===== src/rtl/i2c_tgt_pkg.sv =====
// Package: shared constants and types for the I2C target front end.
// Assumes an 8-bit byte and 7-bit addressing only.
package i2c_tgt_pkg;

    localparam int BYTE_BITS = 8;
    localparam int BIT_CNT_W = $clog2(BYTE_BITS + 1);

    localparam logic [7:0] GC_ADDR_BYTE = 8'h00;
    localparam logic [7:0] GC_RESET_CMD = 8'h06;
    localparam logic [4:0] TEN_BIT_MARK = 5'b11110;

    typedef enum logic [2:0] {
        ST_IDLE,
        ST_ADDR,
        ST_ADDR_ACK,
        ST_RX,
        ST_RX_ACK,
        ST_TX,
        ST_TX_ACK,
        ST_WAIT
    } tgt_state_e;

    typedef struct packed {
        logic start;
        logic stop;
        logic scl_rise;
        logic scl_fall;
        logic sda;
    } bus_evt_t;

endpackage


===== src/rtl/i2c_glitch_filter.sv =====
// Module: i2c_glitch_filter
// Takes an already synchronised line and follows it only after it has
// held a new level for FILT_LEN consecutive clocks. Shorter pulses are
// dropped. Resets to the idle (high) level of an I2C line.
module i2c_glitch_filter #(
    parameter int FILT_LEN = 3
) (
    input  logic clk,
    input  logic rst_n,
    input  logic din,
    output logic dout
);
    localparam int CNT_W = $clog2(FILT_LEN + 1);
    localparam logic [CNT_W-1:0] CNT_LAST = CNT_W'(FILT_LEN - 1);

    logic [CNT_W-1:0] run_cnt;

    // Count clocks of disagreement; adopt the new level once it persists.
    always_ff @(posedge clk) begin
        if (!rst_n) begin
            dout    <= 1'b1;
            run_cnt <= '0;
        end else if (din == dout) begin
            run_cnt <= '0;
        end else if (run_cnt == CNT_LAST) begin
            dout    <= din;
            run_cnt <= '0;
        end else begin
            run_cnt <= run_cnt + 1'b1;
        end
    end
endmodule


===== src/rtl/i2c_bus_monitor.sv =====
// Module: i2c_bus_monitor
// Brings SCL and SDA into the clock domain through two-flop
// synchronisers and glitch filters. From the cleaned levels it derives
// SCL edges and start/stop conditions. Both lines see identical latency,
// so their relative order is kept.
module i2c_bus_monitor
    import i2c_tgt_pkg::*;
#(
    parameter int FILT_LEN = 3
) (
    input  logic     clk,
    input  logic     rst_n,
    input  logic     scl_i,
    input  logic     sda_i,
    output logic     scl_flt,
    output bus_evt_t evt
);
    localparam int NLINES = 2;

    logic [NLINES-1:0] raw;
    logic [NLINES-1:0] sync_a;
    logic [NLINES-1:0] sync_b;
    logic [NLINES-1:0] flt;
    logic [NLINES-1:0] flt_d;

    assign raw = {sda_i, scl_i};

    for (genvar g = 0; g < NLINES; g++) begin : g_line
        // Two-stage synchroniser for one line.
        always_ff @(posedge clk) begin
            if (!rst_n) begin
                sync_a[g] <= 1'b1;
                sync_b[g] <= 1'b1;
            end else begin
                sync_a[g] <= raw[g];
                sync_b[g] <= sync_a[g];
            end
        end

        i2c_glitch_filter #(.FILT_LEN(FILT_LEN)) u_filt (
            .clk  (clk),
            .rst_n(rst_n),
            .din  (sync_b[g]),
            .dout (flt[g])
        );
    end

    // Previous filtered levels for edge detection.
    always_ff @(posedge clk) begin
        if (!rst_n) flt_d <= '1;
        else        flt_d <= flt;
    end

    // Decode edges and bus conditions from current and previous levels.
    always_comb begin
        evt.scl_rise = flt[0] & ~flt_d[0];
        evt.scl_fall = ~flt[0] & flt_d[0];
        evt.start    = flt[0] & flt_d[0] & flt_d[1] & ~flt[1];
        evt.stop     = flt[0] & flt_d[0] & ~flt_d[1] & flt[1];
        evt.sda      = flt[1];
    end

    assign scl_flt = flt[0];
endmodule


===== src/rtl/i2c_target_engine.sv =====
// Module: i2c_target_engine
// Byte-level protocol engine of the target. It works on the cleaned bus
// events: address match, receive and transmit shifting, acknowledge
// handling and general-call reset decode. SDA is only ever pulled low,
// and sda_oe is updated only on a filtered SCL falling edge, or cleared
// at a start/stop. Assumes the controller never stretches or holds SCL.
module i2c_target_engine
    import i2c_tgt_pkg::*;
#(
    parameter logic [5:0] ADDR_PREFIX = 6'b100100
) (
    input  logic       clk,
    input  logic       rst_n,
    input  bus_evt_t   evt,
    input  logic       addr_sel_i,
    input  logic [7:0] rd_data_i,
    output logic       sda_oe,
    output logic       wr_valid_o,
    output logic [7:0] wr_data_o,
    output logic       rd_ack_o,
    output logic       gc_reset_o
);
    localparam logic [BIT_CNT_W-1:0] LAST_BIT = BIT_CNT_W'(BYTE_BITS);

    tgt_state_e             state;
    logic [7:0]             shreg;
    logic [7:0]             txreg;
    logic [BIT_CNT_W-1:0]   bit_cnt;
    logic                   rw_read;
    logic                   gc_mode;
    logic                   gc_hit;
    logic                   ctrl_acked;
    logic                   own_match;
    logic                   gc_match;
    logic                   byte_done;

    // Address compare: own 7-bit address, never a 10-bit prefix form.
    always_comb begin
        own_match = (shreg[7:1] == {ADDR_PREFIX, addr_sel_i})
                    && (shreg[7:3] != TEN_BIT_MARK);
        gc_match  = (shreg == GC_ADDR_BYTE);
        byte_done = evt.scl_fall && (bit_cnt == LAST_BIT);
    end

    // Main protocol sequencer.
    always_ff @(posedge clk) begin
        if (!rst_n) begin
            state      <= ST_IDLE;
            shreg      <= '0;
            txreg      <= '0;
            bit_cnt    <= '0;
            rw_read    <= 1'b0;
            gc_mode    <= 1'b0;
            gc_hit     <= 1'b0;
            ctrl_acked <= 1'b0;
            sda_oe     <= 1'b0;
            wr_valid_o <= 1'b0;
            wr_data_o  <= '0;
            rd_ack_o   <= 1'b0;
            gc_reset_o <= 1'b0;
        end else begin
            wr_valid_o <= 1'b0;
            rd_ack_o   <= 1'b0;
            gc_reset_o <= 1'b0;
            if (evt.stop) begin
                state   <= ST_IDLE;
                sda_oe  <= 1'b0;
                gc_mode <= 1'b0;
                gc_hit  <= 1'b0;
            end else if (evt.start) begin
                state   <= ST_ADDR;
                bit_cnt <= '0;
                sda_oe  <= 1'b0;
                gc_mode <= 1'b0;
                gc_hit  <= 1'b0;
            end else begin
                unique case (state)
                    ST_ADDR: begin
                        if (evt.scl_rise) begin
                            shreg   <= {shreg[6:0], evt.sda};
                            bit_cnt <= bit_cnt + 1'b1;
                        end else if (byte_done) begin
                            if (own_match) begin
                                rw_read <= shreg[0];
                                sda_oe  <= 1'b1;
                                state   <= ST_ADDR_ACK;
                            end else if (gc_match) begin
                                rw_read <= 1'b0;
                                gc_mode <= 1'b1;
                                sda_oe  <= 1'b1;
                                state   <= ST_ADDR_ACK;
                            end else begin
                                state   <= ST_WAIT;
                            end
                        end
                    end
                    ST_ADDR_ACK: begin
                        if (evt.scl_fall) begin
                            bit_cnt <= '0;
                            if (rw_read) begin
                                txreg    <= rd_data_i;
                                rd_ack_o <= 1'b1;
                                sda_oe   <= ~rd_data_i[7];
                                state    <= ST_TX;
                            end else begin
                                sda_oe   <= 1'b0;
                                state    <= ST_RX;
                            end
                        end
                    end
                    ST_RX: begin
                        if (evt.scl_rise) begin
                            shreg   <= {shreg[6:0], evt.sda};
                            bit_cnt <= bit_cnt + 1'b1;
                        end else if (byte_done) begin
                            if (gc_mode) begin
                                if (shreg == GC_RESET_CMD) begin
                                    gc_hit <= 1'b1;
                                    sda_oe <= 1'b1;
                                    state  <= ST_RX_ACK;
                                end else begin
                                    state  <= ST_WAIT;
                                end
                            end else begin
                                wr_valid_o <= 1'b1;
                                wr_data_o  <= shreg;
                                sda_oe     <= 1'b1;
                                state      <= ST_RX_ACK;
                            end
                        end
                    end
                    ST_RX_ACK: begin
                        if (evt.scl_rise && gc_hit) begin
                            gc_reset_o <= 1'b1;
                        end else if (evt.scl_fall) begin
                            sda_oe  <= 1'b0;
                            bit_cnt <= '0;
                            state   <= gc_mode ? ST_WAIT : ST_RX;
                        end
                    end
                    ST_TX: begin
                        if (evt.scl_rise) begin
                            bit_cnt <= bit_cnt + 1'b1;
                        end else if (byte_done) begin
                            sda_oe <= 1'b0;
                            state  <= ST_TX_ACK;
                        end else if (evt.scl_fall) begin
                            txreg  <= {txreg[6:0], 1'b0};
                            sda_oe <= ~txreg[6];
                        end
                    end
                    ST_TX_ACK: begin
                        if (evt.scl_rise) begin
                            ctrl_acked <= ~evt.sda;
                        end else if (evt.scl_fall) begin
                            bit_cnt <= '0;
                            if (ctrl_acked) begin
                                txreg    <= rd_data_i;
                                rd_ack_o <= 1'b1;
                                sda_oe   <= ~rd_data_i[7];
                                state    <= ST_TX;
                            end else begin
                                state    <= ST_WAIT;
                            end
                        end
                    end
                    default: begin
                        // ST_IDLE and ST_WAIT: only a start or stop moves on.
                    end
                endcase
            end
        end
    end
endmodule


===== src/rtl/i2c_gcr_target.sv =====
// Module: i2c_gcr_target (top)
// I2C target front end: line conditioning and event decode feed the
// protocol engine. The target address is {ADDR_PREFIX, addr_sel_i};
// addr_sel_i is treated as a static strap. FILT_LEN sets the shortest
// line pulse, in clocks, that is accepted.
module i2c_gcr_target #(
    parameter logic [5:0] ADDR_PREFIX = 6'b100100,
    parameter int         FILT_LEN    = 3
) (
    input  logic       clk,
    input  logic       rst_n,
    input  logic       scl_i,
    input  logic       sda_i,
    input  logic       addr_sel_i,
    output logic       sda_oe,
    output logic       wr_valid_o,
    output logic [7:0] wr_data_o,
    input  logic [7:0] rd_data_i,
    output logic       rd_ack_o,
    output logic       gc_reset_o
);
    i2c_tgt_pkg::bus_evt_t evt;
    logic                  scl_flt;

    i2c_bus_monitor #(.FILT_LEN(FILT_LEN)) u_mon (
        .clk    (clk),
        .rst_n  (rst_n),
        .scl_i  (scl_i),
        .sda_i  (sda_i),
        .scl_flt(scl_flt),
        .evt    (evt)
    );

    i2c_target_engine #(.ADDR_PREFIX(ADDR_PREFIX)) u_eng (
        .clk       (clk),
        .rst_n     (rst_n),
        .evt       (evt),
        .addr_sel_i(addr_sel_i),
        .rd_data_i (rd_data_i),
        .sda_oe    (sda_oe),
        .wr_valid_o(wr_valid_o),
        .wr_data_o (wr_data_o),
        .rd_ack_o  (rd_ack_o),
        .gc_reset_o(gc_reset_o)
    );
endmodule


===== config.mk =====
export PLATFORM = sky130hd
export DESIGN_NAME = i2c_gcr_target
export DESIGN_NICKNAME = d
export VERILOG_FILES = /design/src/rtl/i2c_tgt_pkg.sv /design/src/rtl/i2c_glitch_filter.sv /design/src/rtl/i2c_bus_monitor.sv /design/src/rtl/i2c_target_engine.sv /design/src/rtl/i2c_gcr_target.sv
export SDC_FILE = /design/constraint.sdc
export NUM_CORES = 1
export LEC_CHECK = 0
export ABC_AREA = 0
export BUFFER_PORTS_ARGS = -buffer_cell sky130_fd_sc_hd__buf_2
export CORE_MARGIN = 3
export CORE_UTILIZATION = 58
export CTS_CLUSTER_DIAMETER = 30
export DETAILED_ROUTE_END_ITERATION = 8
export GPL_TIMING_DRIVEN = 0
export PLACE_DENSITY = 0.81
export SYNTH_ARGS = -nofsm -noshare
export SYNTH_HDL_FRONTEND = slang
export SYNTH_SLANG_ARGS = --single-unit

===== constraint.sdc =====
create_clock -name clk -period 2.1 [get_ports clk]
set_input_delay 0.105 -clock clk [delete_from_list [all_inputs] [get_ports clk]]
set_output_delay 0.105 -clock clk [all_outputs]
set_load 0.01 [all_outputs]

Word-level counts from Yosys, hierarchy flattened
Cells that the tools add are included.
Widths: inputs -> output; s select.
{"block": "op_classes", "add_sub_neg": 3, "mul": 0, "div": 0, "n_lt_le_gt_ge": 0, "eq_ne": 44, "n_shift": 0, "muxes": 64, "bitwise_logic": 24, "n_reduce_logical": 30}
{"operator": "$mux 7", "count": 8}
{"operator": "$mux 3", "count": 15}
{"operator": "$mux 1", "count": 28}
{"operator": "$reduce_and 12->1", "count": 2}
{"operator": "$pmux 7 s3", "count": 1}
{"operator": "$mux 4", "count": 5}
{"operator": "$ne 2x1->1 const B", "count": 9}
{"operator": "$ne 3x2->1 const B", "count": 6}
{"operator": "$ne 3x3->1 const B", "count": 6}
{"operator": "$pmux 3 s6", "count": 1}
{"operator": "$not 1->1", "count": 17}
{"operator": "$pmux 4 s4", "count": 1}
{"operator": "$reduce_and 15->1", "count": 1}
{"operator": "$reduce_and 5->1", "count": 3}
{"operator": "$ne 2x2->1 const B", "count": 6}
{"operator": "$reduce_and 6->1", "count": 2}
{"operator": "$reduce_or 3->1", "count": 4}
{"operator": "$reduce_and 11->1", "count": 1}
{"operator": "$eq 3x3->1 const B", "count": 3}
{"operator": "$ne 3x1->1 const B", "count": 3}
{"operator": "$eq 8x3->1 const B", "count": 1}
{"operator": "$logic_not 8->1", "count": 1}
{"operator": "$reduce_and 4->1", "count": 2}
{"operator": "$and 1x1->1", "count": 7}
{"operator": "22 further kinds", "count": 32}
{"block": "word_totals", "regBits": 50, "latch_bits": 0, "ramBits": 0, "rom_bits": 0, "in_bits": 13, "word_cells": 188, "mem_count": 0}

Depth between registers and ports, before layout
{"block": "depth", "depth_word": 7, "mapped_depth": 8, "ltp_nobuf": 7}

Modules after synthesis
From an unflattened synthesis, not the netlist that was laid out.
{"block": "hier_totals", "cells_unflattened": 284, "hier_area_um2": 2526.2}
{"module": "i2c_target_engine", "n_inst": 1, "cells_per_inst": 248, "area_each_um2": 2103.3, "seq_area_each_um2": 760.7}
{"module": "i2c_glitch_filter", "n_inst": 2, "cells_per_inst": 10, "area_each_um2": 116.4, "seq_area_each_um2": 60.1}
{"module": "i2c_bus_monitor", "n_inst": 1, "cells_per_inst": 16, "area_each_um2": 190.2, "seq_area_each_um2": 120.1}

Worst setup path after synthesis
Ideal clock, no wire load.
{"block": "synth_timing", "kind": "reg2reg", "startpoint": "register u_eng.bit_cnt[0]", "endpoint": "register u_eng.txreg[1]", "arrival_time_ns": 1.773, "slack_ns": 0.239, "stages_incl_launch_ff": 9, "path_buffers": 1, "period_less_slack_ns": 1.861, "path_cell_list": "dfxtp_1 > inv_1 > ha_1 > and3b_1 > or3_4 > a21oi_4 > buf_6 > a21oi_2 > a311oi_2"}
{"block": "synth_via", "elab_chain_cells": 4}
{"item": "start, declared", "line_no": "i2c_target_engine.sv:28", "rtl": "logic [BIT_CNT_W-1:0] bit_cnt;"}
{"item": "start signal, assigned", "line_no": "i2c_target_engine.sv:81", "rtl": "bit_cnt <= bit_cnt + 1'b1;"}
{"item": "start signal, assigned", "line_no": "i2c_target_engine.sv:114", "rtl": "bit_cnt <= bit_cnt + 1'b1;"}
{"item": "start signal, assigned", "line_no": "i2c_target_engine.sv:143", "rtl": "bit_cnt <= bit_cnt + 1'b1;"}
{"item": "$eq 4x4->1", "line_no": "i2c_target_engine.sv:42", "rtl": "byte_done = evt.scl_fall && (bit_cnt == LAST_BIT);"}
{"item": "$logic_and 1x1->1", "line_no": "i2c_target_engine.sv:42"}
{"item": "$ne 2x2->1 (no line)"}
{"item": "$reduce_and 11->1 (no line)"}
{"item": "end signal, assigned", "line_no": "i2c_target_engine.sv:101", "rtl": "txreg <= rd_data_i;"}
{"item": "end signal, assigned", "line_no": "i2c_target_engine.sv:148", "rtl": "txreg <= {txreg[6:0], 1'b0};"}
{"item": "end signal, assigned", "line_no": "i2c_target_engine.sv:158", "rtl": "txreg <= rd_data_i;"}
{"item": "end, declared", "line_no": "i2c_target_engine.sv:27", "rtl": "logic [7:0] txreg;"}
Every way passes these cells.
A chain may end at the register's enable or synchronous reset.

Final worst setup path
{"block": "layout_timing", "startpoint": "register u_eng.bit_cnt[0]", "endpoint": "register u_eng.txreg[3]"}
The elaborated chain is that of the path after synthesis.

==> flow_summary.toml <==
[cts]
cts_root_buf = "clkbuf_8"
path_clk_slew_ns = 0.09
insertion_delay_ns = 0.30
cts_num_sinks = 50
cts_tree = "done"
cts_made_buffers = 5
clock_path_buffers = 2
h-tree-depth = 2

[setup_path]
crit_path_start_kind = "flip-flop"
slowest_delay_ns = 0.39
crit_buf_inv = 2
crit_family = "simple AND/OR/NAND/NOR gates"
crit_path_end_kind = "flip-flop"
worst_ep_arrival_time_ns = 2.22
slowest_stage = "or3_4"
crit_fanout = 8
path_cells = "inv_1 > ha_1 > and3b_2 > or3_4 > a21oi_4 > buf_6 > a21oi_2 > a311oi_2"
critPathKind = "flip-flop to flip-flop"
worstPathRequired_ns = 2.31

[finish]
area_delta_synth_final_pct = 14.7
design_area_um2 = 2810
nFillCells = 317
drive_gt1_share_pct = 17.8
fin_nets = 348
register_area_um2 = 1000
multi_input_area_um2 = 1340
diodes = 0

[logic_synthesis]
yosysUniqueCellTypes = 56
synth_seq_cells = 50
netlist_area_um2 = 2450
synth_edf_count = 0
synthCells = 295
synth_area_per_cell_um2 = 8.30
syn-num-nets = 312
synthFlopType = "dfxtp_1"
ys_seq_area_share_pct = 40.9
ys_warn_count = 0
async_flop_share_pct = 0

[grt]
grt_pass1_vias = 2119
grtUsageTotal_pct = 24.0
antenna_found_initial = 0
grt_max_degree = 16
overflow = 0
grt_pass1_wl_mm = 9.87

[detailed_routing]
vias_per_cell = 5.98
drc = 0
drt-initial-drc-count = 245
firstDrtPassIters = 5
avgRoutedWirePerCell_um = 15.4
num_vias = 2274
ant_nets = 0
routed_wl_mm = 5.86

[placement]
post-dp-hpwl_mm = 3.95
gp_congestion = 1.00
pre_cts_ws_ns = 0.0596
dpl_cell_area_um2 = 2630
io_buffers = 24

[run]
drv_cap = 0

[pwr]
power_leakage_nw = 1.08
seq_power_share_pct = 56.8
switchingPower_uw = 351
clock_power_share_pct = 40.1
power.internal_mw = 1.33
p_per_area_nw_per_um2 = 599
p_comb_share_pct = 3.1
swShare_pct = 20.9
vdd_drop_max_uv = 468
report.power.total_mw = 1.68

[die]
pin_count = 25
placementRows = 22
die_w_um = 71.0
dieArea_um2 = 5040
coreArea_um2 = 3850
die_height_um = 71.0
floorplan.initialDensity_pct = 63.6

[timing]
slew_headroom_pct = 52.1
fin_ws_ns = 0.0957
whs_ns = 0.0603
fin_worst_skew_ns = 0.00627
period_minus_slack_ns = 2.00
min_period_over_period_pct = 95.4
drv_slew = 0
finalHoldViolCount = 0
fmax_mhz = 499
worst_pin_slew_ns = 0.718
setup_violations = 0

[hold_path]
hold_path_class = "primary input to flip-flop"

[status]
status = "finished clean"
[metal layers]
metal  share of wire [%]  global-route usage [%]  wire [um]
met1                  44                    33.7       2560
met2                  45                    37.1       2650
met3                 9.4                    5.26        552
met4                 1.6                    6.68         95
met5                   0                       0          0
[flip-flops by register name, summed over array words and instances (netlist names), 2 cells and up]
signal                       cells
u_eng.state                      3
u_eng.wr_data_o                  8
u_mon.g_line.u_filt.dout         2
u_mon.flt_d                      2
u_mon.sync_b                     2
u_eng.bit_cnt                    4
u_mon.g_line.u_filt.run_cnt      4
u_eng.txreg                      7
u_mon.sync_a                     2
u_eng.shreg                      8
[through the flow]
stage	cells	TNS, ns	utilization, %
5_1_grt	380	-0.000749	72.9
3_5_place_dp	367	0	68.2
3_3_place_gp	367	0	68.2
2_1_floorplan	295	0	-
6_report	380	0	72.9
4_1_cts	378	0	71.9
[cell type report]
type                            count  area share (%)
Inverter                           10            1.34
Timing Repair Buffer               29            5.88
Clock buffer                        6            2.58
Clock inverter                      2            1.34
Buffer                             18            3.47
Sequential cell                    50            35.7
Multi-Input combinational cell    217            47.5
Tap cell                           48            2.14
[what timing repair did]
item	CTS	global route
setup endpoints to repair	0	15
endpoints found under the hold margin	2	0
hold buffers	3	0
buffers inserted	0	2
gates resized for setup	0	8
[power by group through the flow]
stage          Sequential [mW]  Combinational (mW)  Clock (mW)
2_1_floorplan            0.976              0.0265           0
3_3_place_gp             0.977              0.0463           0
3_5_place_dp             0.977              0.0477           0
4_1_cts                  0.955              0.0524       0.681
5_1_grt                  0.955              0.0584       0.721
6_report                 0.955              0.0529       0.674
[layout by cell type (no fill, tap or decap), types with 5 or more instances in the layout]
| cell type | count |
|---|---|
| nand2_1 | 52 |
| dfxtp_1 | 48 |
| buf_2 | 30 |
| a21oi_1 | 27 |
| nor2_1 | 23 |
| nand2b_1 | 11 |
| inv_1 | 10 |
| clkbuf_1 | 10 |
| mux2i_1 | 9 |
| nor3_1 | 7 |
| or3_1 | 6 |
| nand3_1 | 5 |
| clkbuf_8 | 5 |
[synth_stat cells, drive strengths merged, types with 2 or more instances]
master   count  area, um^2
nand2       52         195
dfxtp       50        1000
a21oi       31         178
nor2        23        86.3
nand2b      11        68.8
inv         10        37.5
buf          9        63.8
clkbuf       9        33.8
mux2i        9        90.1
nor3         8        45.0
or3          7        48.8
a311oi       6        71.3
nor4         6        37.5
o21ai        6        30.0
nand3        5        25.0
a31oi        4        25.0
ha           4        50.1
nor2b        4        25.0
and2         3        18.8
o211ai       3        22.5
xnor2        3        26.3
and3         2        12.5
mux2         2        22.5
nor3b        2        15.0
nor4bb       2        20.0
o2bb2ai      2        17.5
o311ai       2        17.5
[worst register-to-register path: cells and delay by family (launching register included)]
| kind | cells | cell delay, ns |
|---|---|---|
| AND/OR/NAND/NOR | 2 | 0.65 |
| AO/OA/AOI/OAI | 3 | 0.50 |
| flip-flops | 1 | 0.37 |
| buffers and inverters | 2 | 0.21 |
| adder cells (fa/ha/maj) | 1 | 0.19 |
[cell families (layout without fill, tap and decap cells)]
group                      after synthesis  in the layout  share of synthesized area (%)
and+or+nand+nor                        132            132                           26.9
buffers and inverters                   28             65                           5.52
xor gates and xnor gates                 4              4                           1.43
DFF                                     50             50                           40.9
adders and majority gates                4              4                           2.04
muxes                                   11             11                           4.60
AOI/OAI and AO/OA                       66             66                           18.7
[final timing paths]
check / endpoint / slack, ns / cells after the start / from
worst min register to register: u_mon.sync_b[0] / 0.42 / 1 / u_mon.sync_a[0]
worst max register to register: u_eng.txreg[3] / 0.1 / 8 / u_eng.bit_cnt[0]
worst min-delay path: u_eng.txreg[0] / 0.06 / 3 / rd_data_i[0]
worst max-delay path: u_eng.txreg[3] / 0.1 / 8 / u_eng.bit_cnt[0]
Note: power is estimated with default switching activity, not from simulation.
